===== src/rtl/cyc_ctr_pkg.sv =====
package cyc_ctr_pkg;

    localparam int CTR_W  = 32;
    localparam int SEL_W  = 64;
    localparam int CODE_W = 8;
    localparam int N_PROG = 4;
    localparam int N_CTR  = 6;
    localparam int ADDR_W = 3;
    localparam int DATA_W = 64;

    // first programmable field ends just below the upper half of the selector
    localparam int FIELD0_MSB = SEL_W / 2 - 1;

    localparam logic [CODE_W-1:0] EVT_CYC_FIRST = 8'hF0;
    localparam logic [CODE_W-1:0] EVT_CYC_ANY   = 8'h1E;

    typedef enum logic [ADDR_W-1:0] {
        RA_SEL  = 3'd0,
        RA_C1   = 3'd1,
        RA_C2   = 3'd2,
        RA_C3   = 3'd3,
        RA_C4   = 3'd4,
        RA_C5   = 3'd5,
        RA_C6   = 3'd6,
        RA_NONE = 3'd7
    } reg_addr_e;

    typedef struct packed {
        logic             wr;
        logic             inc;
        logic [CTR_W-1:0] wdata;
    } ctr_ctl_t;

    // event code of programmable counter idx (0-based)
    function automatic logic [CODE_W-1:0] code_of(input logic [SEL_W-1:0] sel,
                                                  input int idx);
        return sel[(FIELD0_MSB - idx * CODE_W) -: CODE_W];
    endfunction

endpackage


===== src/rtl/cyc_evt_decode.sv =====
module cyc_evt_decode
    import cyc_ctr_pkg::*;
#(
    parameter int IDX = 0
) (
    input  logic [CODE_W-1:0] code_i,
    output logic              adv_o
);

    generate
        if (IDX == 0) begin : g_first
            // first counter accepts both cycle codes
            assign adv_o = (code_i == EVT_CYC_ANY) || (code_i == EVT_CYC_FIRST);
        end else begin : g_other
            assign adv_o = (code_i == EVT_CYC_ANY);
        end
    endgenerate

endmodule


===== src/rtl/cyc_ctr_reg.sv =====
module cyc_ctr_reg
    import cyc_ctr_pkg::*;
(
    input  logic             clk,
    input  logic             rst,
    input  ctr_ctl_t         ctl_i,
    output logic [CTR_W-1:0] cnt_o
);

    always_ff @(posedge clk) begin
        if (rst) begin
            cnt_o <= '0;
        end else if (ctl_i.wr) begin
            cnt_o <= ctl_i.wdata;
        end else if (ctl_i.inc) begin
            cnt_o <= cnt_o + 1'b1;
        end
    end


    wr_wins_chk: assert property (@(posedge clk) disable iff (rst)
        ctl_i.wr |=> cnt_o == $past(ctl_i.wdata));


    inc_step_chk: assert property (@(posedge clk) disable iff (rst)
        (!ctl_i.wr && ctl_i.inc) |=> cnt_o == CTR_W'($past(cnt_o) + 1'b1));


    idle_hold_chk: assert property (@(posedge clk) disable iff (rst)
        (!ctl_i.wr && !ctl_i.inc) |=> $stable(cnt_o));

endmodule


===== src/rtl/cyc_evt_ctr_bank.sv =====
module cyc_evt_ctr_bank
    import cyc_ctr_pkg::*;
(
    input  logic              clk,
    input  logic              rst,
    input  logic              freeze_i,
    input  logic              wr_en_i,
    input  logic [ADDR_W-1:0] wr_addr_i,
    input  logic [DATA_W-1:0] wr_data_i,
    input  logic [ADDR_W-1:0] rd_addr_i,
    output logic [DATA_W-1:0] rd_data_o
);

    logic [SEL_W-1:0] sel_q;
    logic [N_CTR-1:0] adv;
    logic [CTR_W-1:0] ctr_q [N_CTR];

    always_ff @(posedge clk) begin
        if (rst) begin
            sel_q <= '0;
        end else if (wr_en_i && wr_addr_i == RA_SEL) begin
            sel_q <= wr_data_i[SEL_W-1:0];
        end
    end

    genvar gi;
    generate
        for (gi = 0; gi < N_PROG; gi++) begin : g_dec
            cyc_evt_decode #(.IDX(gi)) u_dec (
                .code_i (code_of(sel_q, gi)),
                .adv_o  (adv[gi])
            );
        end
        for (gi = N_PROG; gi < N_CTR; gi++) begin : g_fixed
            // last counter counts every cycle; the one before it never does
            assign adv[gi] = (gi == N_CTR - 1);
        end

        for (gi = 0; gi < N_CTR; gi++) begin : g_ctr
            localparam logic [ADDR_W-1:0] MY_ADDR = ADDR_W'(gi + 1);
            ctr_ctl_t ctl;
            always_comb begin
                ctl.wr    = wr_en_i && (wr_addr_i == MY_ADDR);
                ctl.inc   = !freeze_i && adv[gi];
                ctl.wdata = wr_data_i[CTR_W-1:0];
            end
            cyc_ctr_reg u_ctr (
                .clk   (clk),
                .rst   (rst),
                .ctl_i (ctl),
                .cnt_o (ctr_q[gi])
            );
        end
    endgenerate

    always_comb begin
        rd_data_o = '0;
        case (rd_addr_i)
            RA_SEL:  rd_data_o = DATA_W'(sel_q);
            RA_C1:   rd_data_o = DATA_W'(ctr_q[0]);
            RA_C2:   rd_data_o = DATA_W'(ctr_q[1]);
            RA_C3:   rd_data_o = DATA_W'(ctr_q[2]);
            RA_C4:   rd_data_o = DATA_W'(ctr_q[3]);
            RA_C5:   rd_data_o = DATA_W'(ctr_q[4]);
            RA_C6:   rd_data_o = DATA_W'(ctr_q[5]);
            default: rd_data_o = '0;
        endcase
    end

    logic wr_c2, wr_c5, wr_c6;
    assign wr_c2 = wr_en_i && wr_addr_i == RA_C2;
    assign wr_c5 = wr_en_i && wr_addr_i == RA_C5;
    assign wr_c6 = wr_en_i && wr_addr_i == RA_C6;


    freeze_c6_chk: assert property (@(posedge clk) disable iff (rst)
        (freeze_i && !wr_c6) |=> $stable(ctr_q[N_CTR-1]));


    c6_run_chk: assert property (@(posedge clk) disable iff (rst)
        (!freeze_i && !wr_c6) |=> ctr_q[N_CTR-1] == CTR_W'($past(ctr_q[N_CTR-1]) + 1'b1));


    c5_hold_chk: assert property (@(posedge clk) disable iff (rst)
        !wr_c5 |=> $stable(ctr_q[4]));


    f0_c2_off_chk: assert property (@(posedge clk) disable iff (rst)
        (!wr_c2 && sel_q[23:16] == EVT_CYC_FIRST) |=> $stable(ctr_q[1]));


    sel_wr_chk: assert property (@(posedge clk) disable iff (rst)
        (wr_en_i && wr_addr_i == RA_SEL) |=> sel_q == $past(wr_data_i));

endmodule


===== config.mk =====
export PLATFORM = sky130hd
export DESIGN_NAME = cyc_evt_ctr_bank
export DESIGN_NICKNAME = d
export VERILOG_FILES = /design/src/rtl/cyc_ctr_pkg.sv /design/src/rtl/cyc_evt_decode.sv /design/src/rtl/cyc_ctr_reg.sv /design/src/rtl/cyc_evt_ctr_bank.sv
export SDC_FILE = /design/constraint.sdc
export NUM_CORES = 1
export LEC_CHECK = 0
export BUFFER_PORTS_ARGS = -buffer_cell sky130_fd_sc_hd__buf_2
export CORE_MARGIN = 10
export CORE_UTILIZATION = 45
export DETAILED_ROUTE_END_ITERATION = 8
export PLACE_DENSITY = 0.63
export SLEW_MARGIN = 20
export SYNTH_ARGS = -nofsm -noshare
export SYNTH_HDL_FRONTEND = slang
export SYNTH_SLANG_ARGS = --single-unit

===== constraint.sdc =====
create_clock -name clk -period 2.5 [get_ports clk]
set_input_delay 0.5 -clock clk [delete_from_list [all_inputs] [get_ports clk]]
set_output_delay 0.5 -clock clk [all_outputs]
set_load 0.02 [all_outputs]

# [Word-level counts from Yosys, hierarchy flattened]
# Index checks and enable logic that the tools add are counted.
[op_classes] n_addsub=5 n_eq_ne=18 mux=11 n_reduce_logical=19
[op_table] operator="$pmux 64 s7" count=1
[op_table] operator="$mux 32" count=10
[op_table] operator="$add 32x1->32 const B" count=5
[op_table] operator="$eq 8x5->1 const B" count=4
[op_table] operator="$eq 3x3->1 const B" count=6
[op_table] operator="$eq 3x2->1 const B" count=4
[op_table] operator="$logic_and 1x1->1" count=11
[op_table] operator="$eq 8x8->1 const B" count=1
[op_table] operator="$reduce_bool 2->1" count=4
[op_table] operator="$eq 3x1->1 const B" count=2
[op_table] operator="$logic_not 3->1" count=2
[op_table] operator="$ne 2x1->1 const B" count=1
[op_table] operator="$logic_not 1->1" count=1
[op_table] operator="$logic_or 1x1->1" count=1
[totals] reg_bits=256 input_bits=74 out_inout_bits=64 word_cells=60

# [Logic depth before layout (Yosys ltp)]
[logic_depth] word_depth=5 depth_mapped=8 ltp_nobuf=6

# [By module]
# From an unflattened synthesis, not the netlist that was laid out.
[unflattened] cells_unflattened=2020 hier_area_um2=15999.1
[modules_own_cells] mod="cyc_ctr_reg" n_inst=6 cells_per_inst=241 area_per_inst_um2=1924.3 seq_area_each_um2=640.6
[modules_own_cells] mod="cyc_evt_ctr_bank" n_inst=1 cells_per_inst=559 area_per_inst_um2=4330.4 seq_area_each_um2=1281.2
[modules_own_cells] mod="cyc_evt_decode at g_dec[1].u_dec ..." n_inst=3 cells_per_inst=3 area_per_inst_um2=27.5 seq_area_each_um2=0.0
[modules_own_cells] mod="cyc_evt_decode at g_dec[0].u_dec" n_inst=1 cells_per_inst=6 area_per_inst_um2=40.0 seq_area_each_um2=0.0

# [Worst setup path after synthesis]
# OpenSTA, ideal clock, no wires.
[synth_path] kind="input port to output port" start="in rd_addr_i[0]" end="out rd_data_o[14]" t_arrival_ns=2.113 path_slack_ns=-0.113 path_stages=5 path_buffers=3 cell_sequence="clkbuf_1 -> clkbuf_1 -> clkbuf_1 -> a22oi_1 -> o21ai_0"
[synth_via] elab_chain_len=2 word_cells_on_any_way=8
[synth_rtl] element="from (decl)" line="cyc_evt_ctr_bank.sv:10" rtl="input logic [ADDR_W-1:0] rd_addr_i,"
[synth_rtl] element="$eq 3x3->1 (tied with other cells)" line="cyc_evt_ctr_bank.sv:58" rtl="case (rd_addr_i)"
[synth_rtl] element="$pmux 64 s7 (*)" line="cyc_evt_ctr_bank.sv:58"
[synth_rtl] element="to (decl)" line="cyc_evt_ctr_bank.sv:11" rtl="output logic [DATA_W-1:0] rd_data_o"
# Every way passes the cells marked *; elsewhere a longest branch is shown, timed or not.

# [Final worst setup path]
[layout_path] start="in rd_addr_i[1]" end="out rd_data_o[18]"
# The elaborated chain is that of the path after synthesis.

==> reports/qor.txt <==
status -> completed
first-pass GRT wire length -> 74500 microns
Iteration-0 DRC Markers -> 1113
min Tclk post-route -> 2430 ps
post-synthesis async set-or-reset flop share -> 0%
Critical Path, Cell by Cell -> buf_2 > nor2b_2 > and2_0 > buf_12 > a22o_1 > nor2_1 > o21ai_0 > buf_2
PortBufs -> 137
# diodes -> 0
area of the die -> 0.0382 sq mm
max-cap viol count -> 0
Cell Pwr Density -> 576 mW/mm^2
CP bufs+invs -> 3
Max rail drop VDD -> 0.567 mV
Post-Route Hold Slack -> 165 ps
drt first pass iters -> 5
WL final -> 47800 microns
Setup TNS -> 0 ps
root buf cell -> clkbuf_16
layout cell share with drive strength beyond 1 -> 15.9%
Die Y -> 195 microns
Crit-path slowest cell -> a22o_1
Crit. End Element -> primary output
Final Slew Violations -> 0
startpoint types -> primary input
leakage power -> 5.86 nW
Layout Skew -> 25.3 ps
FF+latch count, synth -> 256
post-synth design cell area -> 0.0138 sq mm
GRT Resource Usage Total -> 23.9%
core area -> 0.0304 sq mm
commonest non-fill, non-tap cell in the layout -> dfxtp_1
GPL Wtd Cong -> 0.934
# IOs -> 138
average size of a mapped cell -> 7.89 sq um
Final #Nets -> 1954
CTS H-tree depth -> 1
multi-input logic area -> 0.00818 sq mm
post-synthesis cell type count -> 52
chip width -> 195 microns
most frequent cells in the layout -> dfxtp_1, nand2_1, nor2_1, a211oi_1, buf_2
Slew HR -> 55.6%
Vias/cell -> 5.95
Max Fclk -> 0.411 GHz
Critical Path Max Stage Delay -> 230 ps
Worst Tran Pin Value -> 666 ps
Critical Path RT -> 2000 ps
DRC Markers -> 0
Most used DFF post-synth -> dfxtp_1
Longest Clk Path Bufs -> 3
Initial Util -> 45.5%
Vias -> 13600
delay-heaviest family, CP -> buffers and inverters
ANT nets after route -> 0
DP Wirelength -> 35100 microns
post-synthesis sequential area ratio -> 37.0%
period utilization -> 97.4%
CP Max Fanout -> 14
Hold-fix buffers, CTS -> 0
number of global-route vias before repair -> 12800
Post-Layout Cell Count -> 2291
critical path data arrival time -> 1930 ps
clk_lat worst skew -> 570 ps
HP Class -> in -> reg
largest net degree at the start of global routing -> 72
GRT Residual Overflow -> 0
row count -> 64
Avg WL per Cell -> 20.9 microns
TritonCTS clock tree -> yes
number of fill cells -> 2951
unrepaired setup endpoints after global routing -> no
total CTS buffers -> 30
Layout area overhead -> 18.4%
antenna violations before repair -> 2
FF+latch area -> 0.00512 sq mm
number of synthesized flops with an enable pin -> 0
kind of critical path -> in -> out
syn nets -> 1833
Post-Synthesis Cells -> 1754
setup bufs post-CTS -> 0
clk slew on worst S/H paths -> 60 ps
clock sink total -> 256
Fin. Hold Viols -> 0
DP Cell Count -> 2238
# setup viols final -> 0
CP most frequent cell -> buf_2
synth warn -> 0
-- report_power, final --
group	total [mW]	leakage (nW)	internal, mW	switching (mW)
sequential	4.37	2.08	4.21	0.158
clock	4.22	0.459	2.48	1.74
combinational	0.840	3.32	0.320	0.520
total	9.43	5.86	7.01	2.42
-- stage by stage --
step                      total power, mW  utilization [%]  instance area [sq um]  setup slack [ps]
after floorplan                      4.85                -                  13800              4.00
after global routing                 9.75             53.8                  16400              3.13
after global placement               5.25             50.5                  15400              8.69
after detailed placement             5.27             50.5                  15400             -24.6
after CTS                            9.49             53.6                  16300              39.5
final                                9.43             53.8                  16400              65.6
-- routing by layer --
layer	track usage [%]	part of all wire [%]	routed length (microns)
met5	0	0.015	7
met4	9.45	4.3	2070
met3	3.32	6.0	2850
met2	39.8	47	22400
met1	30.7	43	20500
-- cell usage after synthesis (all sizes together), types with 3 or more instances --
master	n	area share, %
nor3b	5	0.27
buf	8	0.33
nand3	56	2.0
nand4	49	2.3
nor4	27	1.4
nor4b	5	0.32
a311oi	22	1.4
o21ai	41	1.5
and2	45	2.0
nor2	207	5.6
o31ai	5	0.27
xor2	55	3.5
inv	17	0.46
mux2	16	1.3
nand3b	3	0.16
dfxtp	256	37
and4	20	1.3
mux4	3	0.49
or3	19	0.86
nor2b	9	0.41
a22oi	33	1.8
nor3	31	1.1
a211oi	136	7.4
o221ai	3	0.19
or4	9	0.52
nand2b	3	0.14
and3b	3	0.19
clkbuf	124	3.4
and3	30	1.4
a21oi	110	4.0
mux2i	25	1.8
nand2	246	6.7
xnor2	77	4.9
ha	5	0.45
a22o	34	2.2
-- cell families after synthesis --
group,after synthesis,share of synthesized area [%]
and+or+nand+nor,776,27.3
AOI/OAI and AO/OA,392,19.1
DFF,256,37.0
buffers and inverters,149,4.16
xor gates and xnor gates,132,8.36
muxes,44,3.60
adders and majority gates,5,0.452
-- state kept, by name (all words and copies together), names as in the netlist --
name	flops
g_ctr.u_ctr.cnt_o	192
sel_q	64
-- path summary, 6_finish.rpt --
| path | startpoint | end | slack (ps) | depth (start not counted) |
|---|---|---|---|---|
| max | rd_addr_i[1] | rd_data_o[18] | 70 | 8 |
| min | wr_data_i[63] | sel_q[63] | 160 | 3 |
| max reg2reg | sel_q[13] | g_ctr[2].u_ctr.cnt_o[27] | 190 | 5 |
| min reg2reg | sel_q[37] | sel_q[37] | 450 | 2 |
-- final cells by class --
type / instances / share of cell area, %
inverter: 17 / 0.390
multi-input combinational: 1349 / 50.0
timing repair buffer: 221 / 9.59
clock inverter: 5 / 0.397
clock buffer: 47 / 5.34
tap: 396 / 3.03
sequential: 256 / 31.3
-- worst min-delay path, cell delays in order --
cell and delay, ps:
buf_2 90, nand2_1 40, a21oi_1 50
-- timing repair --
| action | 4_1_cts | 5_1_grt |
|---|---|---|
| endpoints found under the setup margin | 1 | 19 |
| gates cloned | 0 | 1 |
| resized for setup | 1 | 10 |
Power figures use the tool's default switching activity.
